==> src/rtl/mtest_pkg.sv <==
package mtest_pkg;

  typedef enum logic [2:0] {
    PS_ZERO, PS_ONES, PS_CHK5, PS_CHKA, PS_WALK, PS_IDX, PS_NIDX
  } pass_e;

  localparam pass_e PASS_LAST = PS_NIDX;

  typedef enum logic [2:0] {
    ST_IDLE, ST_WIN, ST_FILL, ST_RD, ST_CMP
  } st_e;

  // Data word of pass p at window word index i
  function automatic logic [31:0] pass_word(pass_e p, logic [31:0] i);
    logic [31:0] w;
    case (p)
      PS_ZERO: w = 32'h0000_0000;
      PS_ONES: w = 32'hFFFF_FFFF;
      PS_CHK5: w = 32'h5555_5555;
      PS_CHKA: w = 32'hAAAA_AAAA;
      PS_WALK: w = 32'h1 << i[4:0];
      PS_IDX:  w = i;
      default: w = ~i;
    endcase
    return w;
  endfunction

endpackage

==> src/rtl/mtest_window.sv <==
module mtest_window #(
  parameter int AW        = 24,
  parameter int MB_SHIFT  = 20,
  parameter int WIN_BYTES = 2048,
  parameter int SIDE_OFF  = 32'h000F_F800
) (
  input  logic          clk,
  input  logic          rst_n,
  input  logic          load_i,
  input  logic          sampled_i,
  input  logic [AW-1:0] base_i,
  input  logic [AW-1:0] size_i,
  input  logic          next_i,
  output logic          valid_o,
  output logic [AW-1:0] base_o,
  output logic [AW-2:0] words_o,
  output logic [AW-1:0] lo_o,
  output logic [AW-1:0] hi_o
);
  localparam int NW = AW - MB_SHIFT + 1;
  localparam int WW = AW - 1;

  logic          sampled_q;
  logic [AW-1:0] base_q, size_q;
  logic [NW-1:0] widx_q;
  logic [NW-1:0] nwin;
  logic [AW-1:0] mb_off;

  always_ff @(posedge clk or negedge rst_n) begin
    if (!rst_n) begin
      sampled_q <= 1'b0;
      base_q    <= '0;
      size_q    <= '0;
      widx_q    <= '0;
    end else if (load_i) begin
      sampled_q <= sampled_i;
      base_q    <= base_i;
      size_q    <= size_i;
      widx_q    <= '0;
    end else if (next_i) begin
      widx_q    <= widx_q + 1'b1;
    end
  end

  // two windows per whole megabyte
  assign nwin   = {size_q[AW-1:MB_SHIFT], 1'b0};
  assign mb_off = AW'(widx_q >> 1) << MB_SHIFT;

  always_comb begin
    if (sampled_q) begin
      valid_o = widx_q < nwin;
      base_o  = base_q + mb_off + (widx_q[0] ? AW'(SIDE_OFF) : '0);
      words_o = WW'(WIN_BYTES / 4);
    end else begin
      valid_o = (widx_q == '0) && (size_q[AW-1:2] != '0);
      base_o  = base_q;
      words_o = {1'b0, size_q[AW-1:2]};
    end
  end

  assign lo_o = base_q;
  assign hi_o = base_q + size_q;

  AST_WIN_INSIDE: assert property (@(posedge clk) disable iff (!rst_n)
    (valid_o && sampled_q) |-> (base_o + AW'(WIN_BYTES) <= hi_o));

  AST_WIDX_BOUND: assert property (@(posedge clk) disable iff (!rst_n)
    (sampled_q && !load_i) |-> (widx_q <= nwin));

endmodule

==> src/rtl/mtest_kick.sv <==
module mtest_kick #(
  parameter int KICK_WORDS = 1024,
  localparam int KB = $clog2(KICK_WORDS)
) (
  input  logic          access_i,
  input  logic [KB-1:0] idx_lo_i,
  input  logic          pass_end_i,
  output logic          kick_o
);
  assign kick_o = (access_i && (idx_lo_i == '0)) || pass_end_i;
endmodule

==> src/rtl/mtest_seq.sv <==
module mtest_seq
  import mtest_pkg::*;
#(
  parameter int AW         = 24,
  parameter int MB_SHIFT   = 20,
  parameter int WIN_BYTES  = 2048,
  parameter int SIDE_OFF   = 32'h000F_F800,
  parameter int KICK_WORDS = 1024
) (
  input  logic          clk,
  input  logic          rst_n,
  input  logic          start_i,
  input  logic          sampled_i,
  input  logic [AW-1:0] base_i,
  input  logic [AW-1:0] size_i,
  output logic          mem_req_o,
  output logic          mem_we_o,
  output logic [AW-1:0] mem_addr_o,
  output logic [31:0]   mem_wdata_o,
  input  logic [31:0]   mem_rdata_i,
  output logic          busy_o,
  output logic          done_o,
  output logic          fail_o,
  output logic [AW-1:0] fail_addr_o,
  output logic [31:0]   fail_exp_o,
  output logic [31:0]   fail_got_o,
  output logic          kick_o
);
  localparam int WW = AW - 1;
  localparam int KB = $clog2(KICK_WORDS);

  st_e           state_q;
  pass_e         pass_q;
  logic [WW-1:0] idx_q;
  logic          done_q, fail_q;
  logic [AW-1:0] faddr_q;
  logic [31:0]   fexp_q, fgot_q;

  // named internal events
  logic          load_evt, win_ok, last_word, miscmp, pass_end, series_end;
  logic [AW-1:0] win_base, rgn_lo, rgn_hi, cur_addr;
  logic [WW-1:0] win_words;
  logic [31:0]   cur_word;

  assign load_evt = (state_q == ST_IDLE) && start_i;

  mtest_window #(
    .AW(AW), .MB_SHIFT(MB_SHIFT), .WIN_BYTES(WIN_BYTES), .SIDE_OFF(SIDE_OFF)
  ) win_i (
    .clk(clk), .rst_n(rst_n), .load_i(load_evt), .sampled_i(sampled_i),
    .base_i(base_i), .size_i(size_i), .next_i(series_end),
    .valid_o(win_ok), .base_o(win_base), .words_o(win_words),
    .lo_o(rgn_lo), .hi_o(rgn_hi)
  );

  assign cur_addr   = win_base + AW'({idx_q, 2'b00});
  assign cur_word   = pass_word(pass_q, 32'(idx_q));
  assign last_word  = (idx_q == win_words - 1'b1);
  assign miscmp     = (state_q == ST_CMP) && (mem_rdata_i != cur_word);
  assign pass_end   = (state_q == ST_CMP) && !miscmp && last_word;
  assign series_end = pass_end && (pass_q == PASS_LAST);

  always_ff @(posedge clk or negedge rst_n) begin
    if (!rst_n) begin
      state_q <= ST_IDLE;
      pass_q  <= PS_ZERO;
      idx_q   <= '0;
      done_q  <= 1'b0;
      fail_q  <= 1'b0;
      faddr_q <= '0;
      fexp_q  <= '0;
      fgot_q  <= '0;
    end else begin
      case (state_q)
        ST_IDLE: if (start_i) begin
          done_q  <= 1'b0;
          fail_q  <= 1'b0;
          state_q <= ST_WIN;
        end
        ST_WIN: if (win_ok) begin
          pass_q  <= PS_ZERO;
          idx_q   <= '0;
          state_q <= ST_FILL;
        end else begin
          done_q  <= 1'b1;
          state_q <= ST_IDLE;
        end
        ST_FILL: if (last_word) begin
          idx_q   <= '0;
          state_q <= ST_RD;
        end else begin
          idx_q   <= idx_q + 1'b1;
        end
        ST_RD: state_q <= ST_CMP;
        ST_CMP: if (miscmp) begin
          fail_q  <= 1'b1;
          done_q  <= 1'b1;
          faddr_q <= cur_addr;
          fexp_q  <= cur_word;
          fgot_q  <= mem_rdata_i;
          state_q <= ST_IDLE;
        end else if (last_word) begin
          idx_q <= '0;
          if (pass_q == PASS_LAST) begin
            state_q <= ST_WIN;
          end else begin
            pass_q  <= pass_e'(pass_q + 3'd1);
            state_q <= ST_FILL;
          end
        end else begin
          idx_q   <= idx_q + 1'b1;
          state_q <= ST_RD;
        end
        default: state_q <= ST_IDLE;
      endcase
    end
  end

  assign mem_req_o   = (state_q == ST_FILL) || (state_q == ST_RD);
  assign mem_we_o    = (state_q == ST_FILL);
  assign mem_addr_o  = cur_addr;
  assign mem_wdata_o = mem_we_o ? cur_word : '0;

  assign busy_o      = (state_q != ST_IDLE);
  assign done_o      = done_q;
  assign fail_o      = fail_q;
  assign fail_addr_o = faddr_q;
  assign fail_exp_o  = fexp_q;
  assign fail_got_o  = fgot_q;

  mtest_kick #(.KICK_WORDS(KICK_WORDS)) kick_i (
    .access_i(mem_req_o), .idx_lo_i(idx_q[KB-1:0]),
    .pass_end_i(pass_end), .kick_o(kick_o)
  );

  AST_FAIL_WITH_DONE: assert property (@(posedge clk) disable iff (!rst_n)
    fail_o |-> done_o);

  AST_QUIET_AFTER_MISS: assert property (@(posedge clk) disable iff (!rst_n)
    miscmp |=> (!mem_req_o && fail_o));

  AST_PASS_STEP: assert property (@(posedge clk) disable iff (!rst_n)
    (pass_end && !series_end) |=> (pass_q == pass_e'($past(pass_q) + 3'd1)));

  AST_READ_GAP: assert property (@(posedge clk) disable iff (!rst_n)
    (mem_req_o && !mem_we_o) |=> !mem_req_o);

  AST_IN_REGION: assert property (@(posedge clk) disable iff (!rst_n)
    mem_req_o |-> ((mem_addr_o >= rgn_lo) && (mem_addr_o < rgn_hi)));

  AST_DONE_IDLE: assert property (@(posedge clk) disable iff (!rst_n)
    done_o |-> !busy_o);

endmodule

==> config.mk <==
export PLATFORM = sky130hd
export DESIGN_NAME = mtest_seq
export DESIGN_NICKNAME = d
export VERILOG_FILES = /design/src/rtl/mtest_pkg.sv /design/src/rtl/mtest_window.sv /design/src/rtl/mtest_kick.sv /design/src/rtl/mtest_seq.sv
export SDC_FILE = /design/constraint.sdc
export NUM_CORES = 1
export LEC_CHECK = 0
export BUFFER_PORTS_ARGS = -buffer_cell sky130_fd_sc_hd__buf_2
export CORE_MARGIN = 4
export CORE_UTILIZATION = 40
export CTS_BUF_LIST = sky130_fd_sc_hd__clkbuf_4 sky130_fd_sc_hd__clkbuf_8
export CTS_CLUSTER_DIAMETER = 120
export DETAILED_ROUTE_END_ITERATION = 10
export GPL_ROUTABILITY_DRIVEN = 0
export PLACE_DENSITY = 0.71
export SLEW_MARGIN = 40
export SYNTH_ARGS = -nofsm -noshare
export SYNTH_HDL_FRONTEND = slang
export SYNTH_SLANG_ARGS = --single-unit
==> constraint.sdc <==
create_clock -name clk -period 4.1 [get_ports clk]
set_clock_uncertainty 0.1 [all_clocks]
set_input_delay 0.205 -clock clk [delete_from_list [all_inputs] [get_ports clk]]
set_output_delay 0.205 -clock clk [all_outputs]
set_load 0.05 [all_outputs]
### After elaboration in Yosys (flattened, before gate mapping)

Index checks and enable logic that the tools add are counted.

| word-level totals | value |
|---|---|
| bits in registers | 173 |
| output and inout port bits | 150 |
| logic and storage cells | 98 |

| operators by class | value |
|---|---|
| $add $sub $neg | 7 |
| order comparisons | 1 |
| equal/unequal tests | 20 |
| shifts and indexed selects | 1 |
| multiplexer cells | 29 |
| bitwise gates (word level) | 1 |
| reductions and logical operators | 27 |

Operator list:

| operator | count |
|---|---|
| $pmux W32 S6 | 1 |
| $add A24 B24 Y24 | 3 |
| $mux W23 | 3 |
| $pmux W23 S3 | 1 |
| $mux W32 | 1 |
| $ne A32 B32 Y1 | 1 |
| $not A23 Y32 | 1 |
| $shl A1 B5 Y32 const A | 1 |
| $mux W24 | 1 |
| $mux W3 | 8 |
| $add A23 B1 Y23 const B | 1 |
| $eq A23 B23 Y1 | 1 |
| $sub A23 B1 Y23 const B | 1 |
| $mux W22 | 1 |
| $reduce_bool A22 Y1 | 1 |
| $mux W20 | 1 |
| $pmux W3 S5 | 1 |
| $eq A3 B2 Y1 const B | 4 |
| $eq A3 B3 Y1 const B | 4 |
| $ne A2 B2 Y1 const B | 6 |
| $logic_not A10 Y1 | 1 |
| $mux W5 | 2 |
| $reduce_bool A3 Y1 | 3 |
| $logic_and A1 B1 Y1 | 7 |
| 19 further kinds | 31 |

### Longest topological paths before layout

| depth | value |
|---|---|
| depth in word-level cells | 10 |
| gate-level depth with buffers | 19 |
| depth with buffers taken out | 17 |

### Hierarchy

From an unflattened synthesis, not the netlist that was laid out.

| unflattened totals | value |
|---|---|
| cells, all modules | 1,414 |
| area, all modules | 13,062.5 µm² |

Modules (own cells, without submodules):

| module | instances | cells each | area each (µm²) |
|---|---|---|---|
| mtest_seq | 1 | 983 | 8,852.2 |
| mtest_window | 1 | 427 | 4,175.3 |
| mtest_kick | 1 | 4 | 35.0 |

### Worst setup path before layout

Ideal clock, no wire load.

| timing path | value |
|---|---|
| kind | reg-to-output |
| start point | register win_i.sampled_q |
| end point | output port kick_o |
| data arrival time | 4.590 ns |
| required time | 3.795 ns |
| setup slack | -0.795 ns |
| cell stages (with the launch flop) | 18 |
| cells stage by stage | dfrtp_1 -> clkbuf_1 -> clkbuf_1 -> inv_1 -> clkbuf_1 -> clkbuf_1 -> nand2_1 -> ha_1 -> clkbuf_1 -> xor2_1 -> a221oi_1 -> o211ai_1 -> a2111oi_0 -> nand4b_1 -> nor4_1 -> o211ai_1 -> or3_1 -> o21ai_0 |

| on the way | value |
|---|---|
| cells in the longest elaborated chain, start to end | 5 |

RTL lines:

| item | RTL line | source |
|---|---|---|
| from (decl) | mtest_window.sv:23 | `logic sampled_q;` |
| from (signal assigned) | mtest_window.sv:36 | `sampled_q <= sampled_i;` |
| $mux W22 | mtest_window.sv:50 | `if (sampled_q) begin` |
| $sub A23 B1 Y23 | mtest_seq.sv:58 | `assign last_word = (idx_q == win_words - 1'b1);` |
| $eq A23 B23 Y1 | mtest_seq.sv:58 |  |
| $logic_and A1 B1 Y1 | mtest_seq.sv:60 | `assign pass_end = (state_q == ST_CMP) && !miscmp && last_word;` |
| $logic_or A1 B1 Y1 | mtest_kick.sv:10 | `assign kick_o = (access_i && (idx_lo_i == '0)) \|\| pass_end_i;` |
| to (decl) | mtest_seq.sv:27 | `output logic kick_o` |

Every way passes these cells.

### Worst setup path after layout

| timing path | value |
|---|---|
| start point | register win_i.widx_q[0] |
| end point | output port mem_addr_o[21] |

| on the way | value |
|---|---|
| cells in the longest elaborated chain, start to end | 4 |

RTL lines:

| item | RTL line | source |
|---|---|---|
| from (decl) | mtest_window.sv:25 | `logic [NW-1:0] widx_q;` |
| from (signal assigned) | mtest_window.sv:41 | `widx_q <= widx_q + 1'b1;` |
| $mux W20 | mtest_window.sv:52 | `base_o = base_q + mb_off + (widx_q[0] ? AW'(SIDE_OFF) : '0);` |
| $add A24 B24 Y24 | mtest_window.sv:52 |  |
| $mux W24 | mtest_window.sv:50 |  |
| $add A24 B24 Y24 | mtest_seq.sv:56 | `assign cur_addr = win_base + AW'({idx_q, 2'b00});` |
| to (decl) | mtest_seq.sv:18 | `output logic [AW-1:0] mem_addr_o,` |

Every way passes these cells.

==> PnR_summary.wiki <==
{| class="wikitable"
! Metric !! Value
|-
| Violated checks || setup timing
|-
| HPWL after DPL || 32,400 um
|-
| Cell with the most instances after synthesis || nand2_1
|-
| Number of antenna violations at the first check in global routing || 0
|-
| Most Crowded Layer GR || met2
|-
| Most common flop cell mapped by yosys || dfrtp_1
|-
| Source-to-sink clock delay at the later pin of the worst-skew pair || 0.49 ns
|-
| Critical path startpoint || win_i.widx_q[0]
|-
| Nets@finish || 1,904
|-
| Global routing met3 resource utilization || 5.10%
|-
| Maximum number of pins on one net before global-route repair || 90
|-
| Setup slack after placement || 0.0193 ns
|-
| Maximum fanout count along the critical path || 6
|-
| Share of synthesized flip-flops with an asynchronous set or reset || 100%
|-
| Final cell utilization of the core || 54.8%
|-
| Cell total after placement || 2,035
|-
| Final antenna diode count || 0
|-
| Leading post-synthesis cells by cell area || dfrtp_1 35%, mux2_2 7.3%, nand2_1 5.4%
|-
| Initial Util || 40.5%
|-
| Layout cell share with drive strength beyond 1 || 34.5%
|-
| Row cnt || 64
|-
| Worst path depth || 16
|-
| Measured slew at the worst slew-check pin || 0.961 ns
|-
| Number of endpoints failing setup at the final stage || 6
|-
| Worst reg-to-reg path cell count || 14
|-
| Combined area of the multi-input logic cells || 0.00814 mm2
|-
| Startpoint of the lowest-slack hold path || start_i
|-
| Global-route wire length before repair || 71,000 um
|-
| Final instance count without filler cells || 2,177
|-
| PnR worst setup slack || -0.225 ns
|-
| Capturing element of the worst setup path || mem_addr_o[21]
|-
| Area of the mapped netlist || 0.0124 mm2
|-
| Worst Path Class, Setup || flop to output pin
|-
| Via count of the first global-routing pass || 12,984
|-
| Maximum resistive drop on vdd || 477 uV
|-
| HP Class || input port to flop
|-
| Post-synth EDFFs || 0
|-
| Final WL || 44,900 um
|-
| Die Footprint || 0.0338 mm2
|-
| Floorplan die width || 184 um
|-
| Power density normalized to cell area || 831 mW/mm2
|-
| Delay of the slowest cell on the worst path || 0.49 ns
|-
| CP dominant cell by count || a21o_1
|-
| Critical Path Sink Type || output pin
|-
| Leakage power total || 7.62 nW
|-
| Drt first pass iters || 7
|-
| Buffers added on ports || 231
|-
| Root buffer selected by CTS || clkbuf_8
|-
| Post-synthesis average cell area || 8.86 um2
|-
| Layout area overhead || 35.1%
|-
| Post-detailed-route count of antenna-violating nets || 0
|-
| Setup repair after global routing missed its margin || true
|-
| Syn. warnings || 0
|-
| Post-synth top area share || 34.6%
|-
| Boundary Pins || 234
|-
| Cell type group with the largest total delay on the critical path || compound AO/OA/AOI/OAI gates
|-
| Reg-to-reg slack, setup || 0.09 ns
|-
| CP Data Arrival Time || 4.02 ns
|-
| Drt first-iter violations || 1,297
|-
| TritonCTS clock tree || built
|-
| Clk pin slew, worst setup/hold paths || 0.11 ns
|-
| Sequential-to-total area share from yosys stat || 34.6%
|-
| Run status || finished, violations left
|-
| Crit start category || flop
|-
| Area of all placed cells without fillers || 0.0167 mm2
|-
| Number of DRC violations after detailed routing || 0
|-
| Clock period minus final worst setup slack || 4.32 ns
|-
| Net count after synthesis || 1,532
|-
| H-tree level count || 4
|-
| Clk sink count || 171
|-
| Critical-path top delay cell || dfrtp_2
|-
| Global-route track usage on met1 || 34.0%
|-
| Synthesized netlist cell count || 1,396
|-
| Filler cell count || 2,685
|-
| Total overflow reported by the global router || 0
|-
| Synth cell count leaders || 177 x nand2_1, 171 x dfrtp_1, 84 x nor2_1
|-
| Number of buffers between clock root and the deepest sink || 2
|-
| Via count || 12,919
|-
| Vertical die dimension || 184 um
|-
| GRT Resource Usage Total || 26.2%
|-
| Data required time at the worst endpoint || 3.80 ns
|-
| Fin. Hold Viols || 0
|-
| Register area || 0.00429 mm2
|-
| Total CTS buffers || 17
|-
| Terminus of the critical flop-to-flop path || idx_q[10]
|-
| Worst reg2reg path startpoint || pass_q[0]
|-
| Buf/Inv on CP || 2
|-
| Final Cycle Share || 105%
|-
| Core outline area || 0.0305 mm2
|-
| Number of register bits inferred by synthesis || 171
|-
| Vias per Instance || 5.93
|-
| Max-cap viol count || 0
|-
| Met2 global-route usage || 42.1%
|-
| Leading area contributor after synthesis || dfrtp_1
|-
| Placed instance area || 0.0146 mm2
|-
| Hold Slack || 0.102 ns
|-
| Headroom to the max-slew limit || 35.9%
|-
| List of cells traversed by the critical path || ha_4 > a21o_1 > a21o_1 > a21o_1 > a21o_1 > xor2_1 > mux2_4 > ha_4 > a21o_1 > a21oi_2 > or3b_4 > o21ai_4 > o31a_1 > buf_6 > xnor2_4 > buf_6
|-
| Number of distinct library cells after synthesis || 88
|-
| Average wire per standard cell || 20.6 um
|-
| Max-slew violation count || 0
|-
| Max Clk Rate || 231 MHz
|}
## worst reg2reg max path, stage by stage (launching register included)
cell and delay, ns:
dfrtp_2 0.49, inv_4 0.11, ha_4 0.20, nor2_4 0.06
a221o_1 0.37, or3_4 0.41, a2111oi_4 0.42, o2111ai_2 0.23
nor4b_4 0.34, nand4_2 0.20, buf_4 0.17, buf_4 0.13
a211o_1 0.28, buf_12 0.17, o31ai_1 0.23
## flip-flops by register name, indices dropped and copies added, names as in the netlist
| register | flops |
|---|---|
| fail_exp_o | 32 |
| fail_got_o | 32 |
| fail_addr_o | 24 |
| win_i.lo_o | 24 |
| idx_q | 23 |
| win_i.size_q | 22 |
| win_i.widx_q | 5 |
| pass_q | 3 |
| state_q | 3 |
| done_o | 1 |
| fail_o | 1 |
| win_i.sampled_q | 1 |
## through the flow
step / total power, W / TNS (ns)
2_1_floorplan: 0.00939 / -0.177
3_3_place_gp: 0.0116 / 0
3_5_place_dp: 0.0118 / 0
4_1_cts: 0.0136 / -0.809
5_1_grt: 0.0147 / -1.71
6_report: 0.0139 / -0.777
## layout by cell type, fill, tap and decap left out, drive strengths merged, types with 11 or more instances in the layout
| master | netlist | final |
|---|---|---|
| o31ai | 19 | 19 |
| buf | 37 | 368 |
| nand3 | 52 | 52 |
| a21oi | 61 | 61 |
| o21ai | 48 | 48 |
| a221oi | 11 | 11 |
| xor2 | 17 | 17 |
| mux2 | 80 | 80 |
| mux2i | 32 | 32 |
| dfrtp | 171 | 171 |
| nor3 | 37 | 37 |
| clkbuf | 59 | 20 |
| inv | 61 | 64 |
| o211ai | 14 | 14 |
| ha | 50 | 50 |
| and3 | 32 | 32 |
| a21o | 15 | 15 |
| a22oi | 17 | 17 |
| a22o | 14 | 14 |
| a32oi | 19 | 19 |
| nor2b | 18 | 18 |
| nor4 | 19 | 19 |
| and2 | 22 | 22 |
| a211oi | 12 | 12 |
| dlygate4sd3 | 0 | 80 |
| o2111ai | 12 | 12 |
| nand4 | 22 | 22 |
| nand2 | 178 | 178 |
| xnor2 | 39 | 39 |
| nor2 | 84 | 84 |
| nand2b | 17 | 17 |
## worst min path at each step
| stage | endpoint | depth (start not counted) |
|---|---|---|
| 2_1_floorplan | done_o | 0 |
| 3_3_place_gp | fail_exp_o[1] | 1 |
| 3_5_place_dp | fail_exp_o[1] | 1 |
| 4_1_cts | win_i.lo_o[16] | 4 |
| 5_1_grt | win_i.lo_o[20] | 4 |
| 6_report | win_i.lo_o[16] | 4 |
## cell type report
| cell class | count | share of cell area [%] |
|---|---|---|
| Multi-Input combinational cell | 1068 | 48.7 |
| Sequential cell | 171 | 25.7 |
| Timing Repair Buffer | 449 | 18.8 |
| Tap cell | 396 | 2.97 |
| Clock buffer | 20 | 1.61 |
| Inverter | 61 | 1.42 |
| Clock inverter | 12 | 0.831 |
## layer usage
| layer | vias to the layer above | routed length, um |
|---|---|---|
| met2 | 710 | 21200 |
| met1 | 6183 | 18000 |
| met3 | 176 | 3530 |
| li1 | 5850 | - |
| met4 | 0 | 2060 |
| met5 | - | 0 |
## repair_timing
action | in CTS | in global routing
pin swaps | 35 | 31
hold buffers | 80 | 0
resized for setup | 83 | 58
endpoints found under the setup margin | 10 | 24
endpoints found under the hold margin | 165 | 0
setup buffers | 23 | 10
gates cloned | 1 | 0
## cells by family (layout without fill, tap and decap cells)
| group | after synthesis | in the layout | share of synthesized area (%) |
|---|---|---|---|
| AOI/OAI and AO/OA | 321 | 321 | 19.2 |
| DFF | 171 | 171 | 34.6 |
| xor gates and xnor gates | 56 | 56 | 3.97 |
| and+or+nand+nor | 527 | 527 | 21.5 |
| adders and majority gates | 52 | 52 | 5.38 |
| buffers and inverters | 157 | 542 | 5.48 |
| muxes | 112 | 112 | 9.87 |
## power by group
| part | switching [W] | internal, W | total, W | leakage (nW) |
|---|---|---|---|---|
| sequential | 0.000799 | 0.00243 | 0.00322 | 2.13 |
| clock | 0.000686 | 0.000586 | 0.00127 | 0.196 |
| combinational | 0.00622 | 0.00317 | 0.00939 | 5.29 |
| total | 0.00770 | 0.00618 | 0.0139 | 7.62 |
No activity file was read; power rests on OpenSTA's default activity.
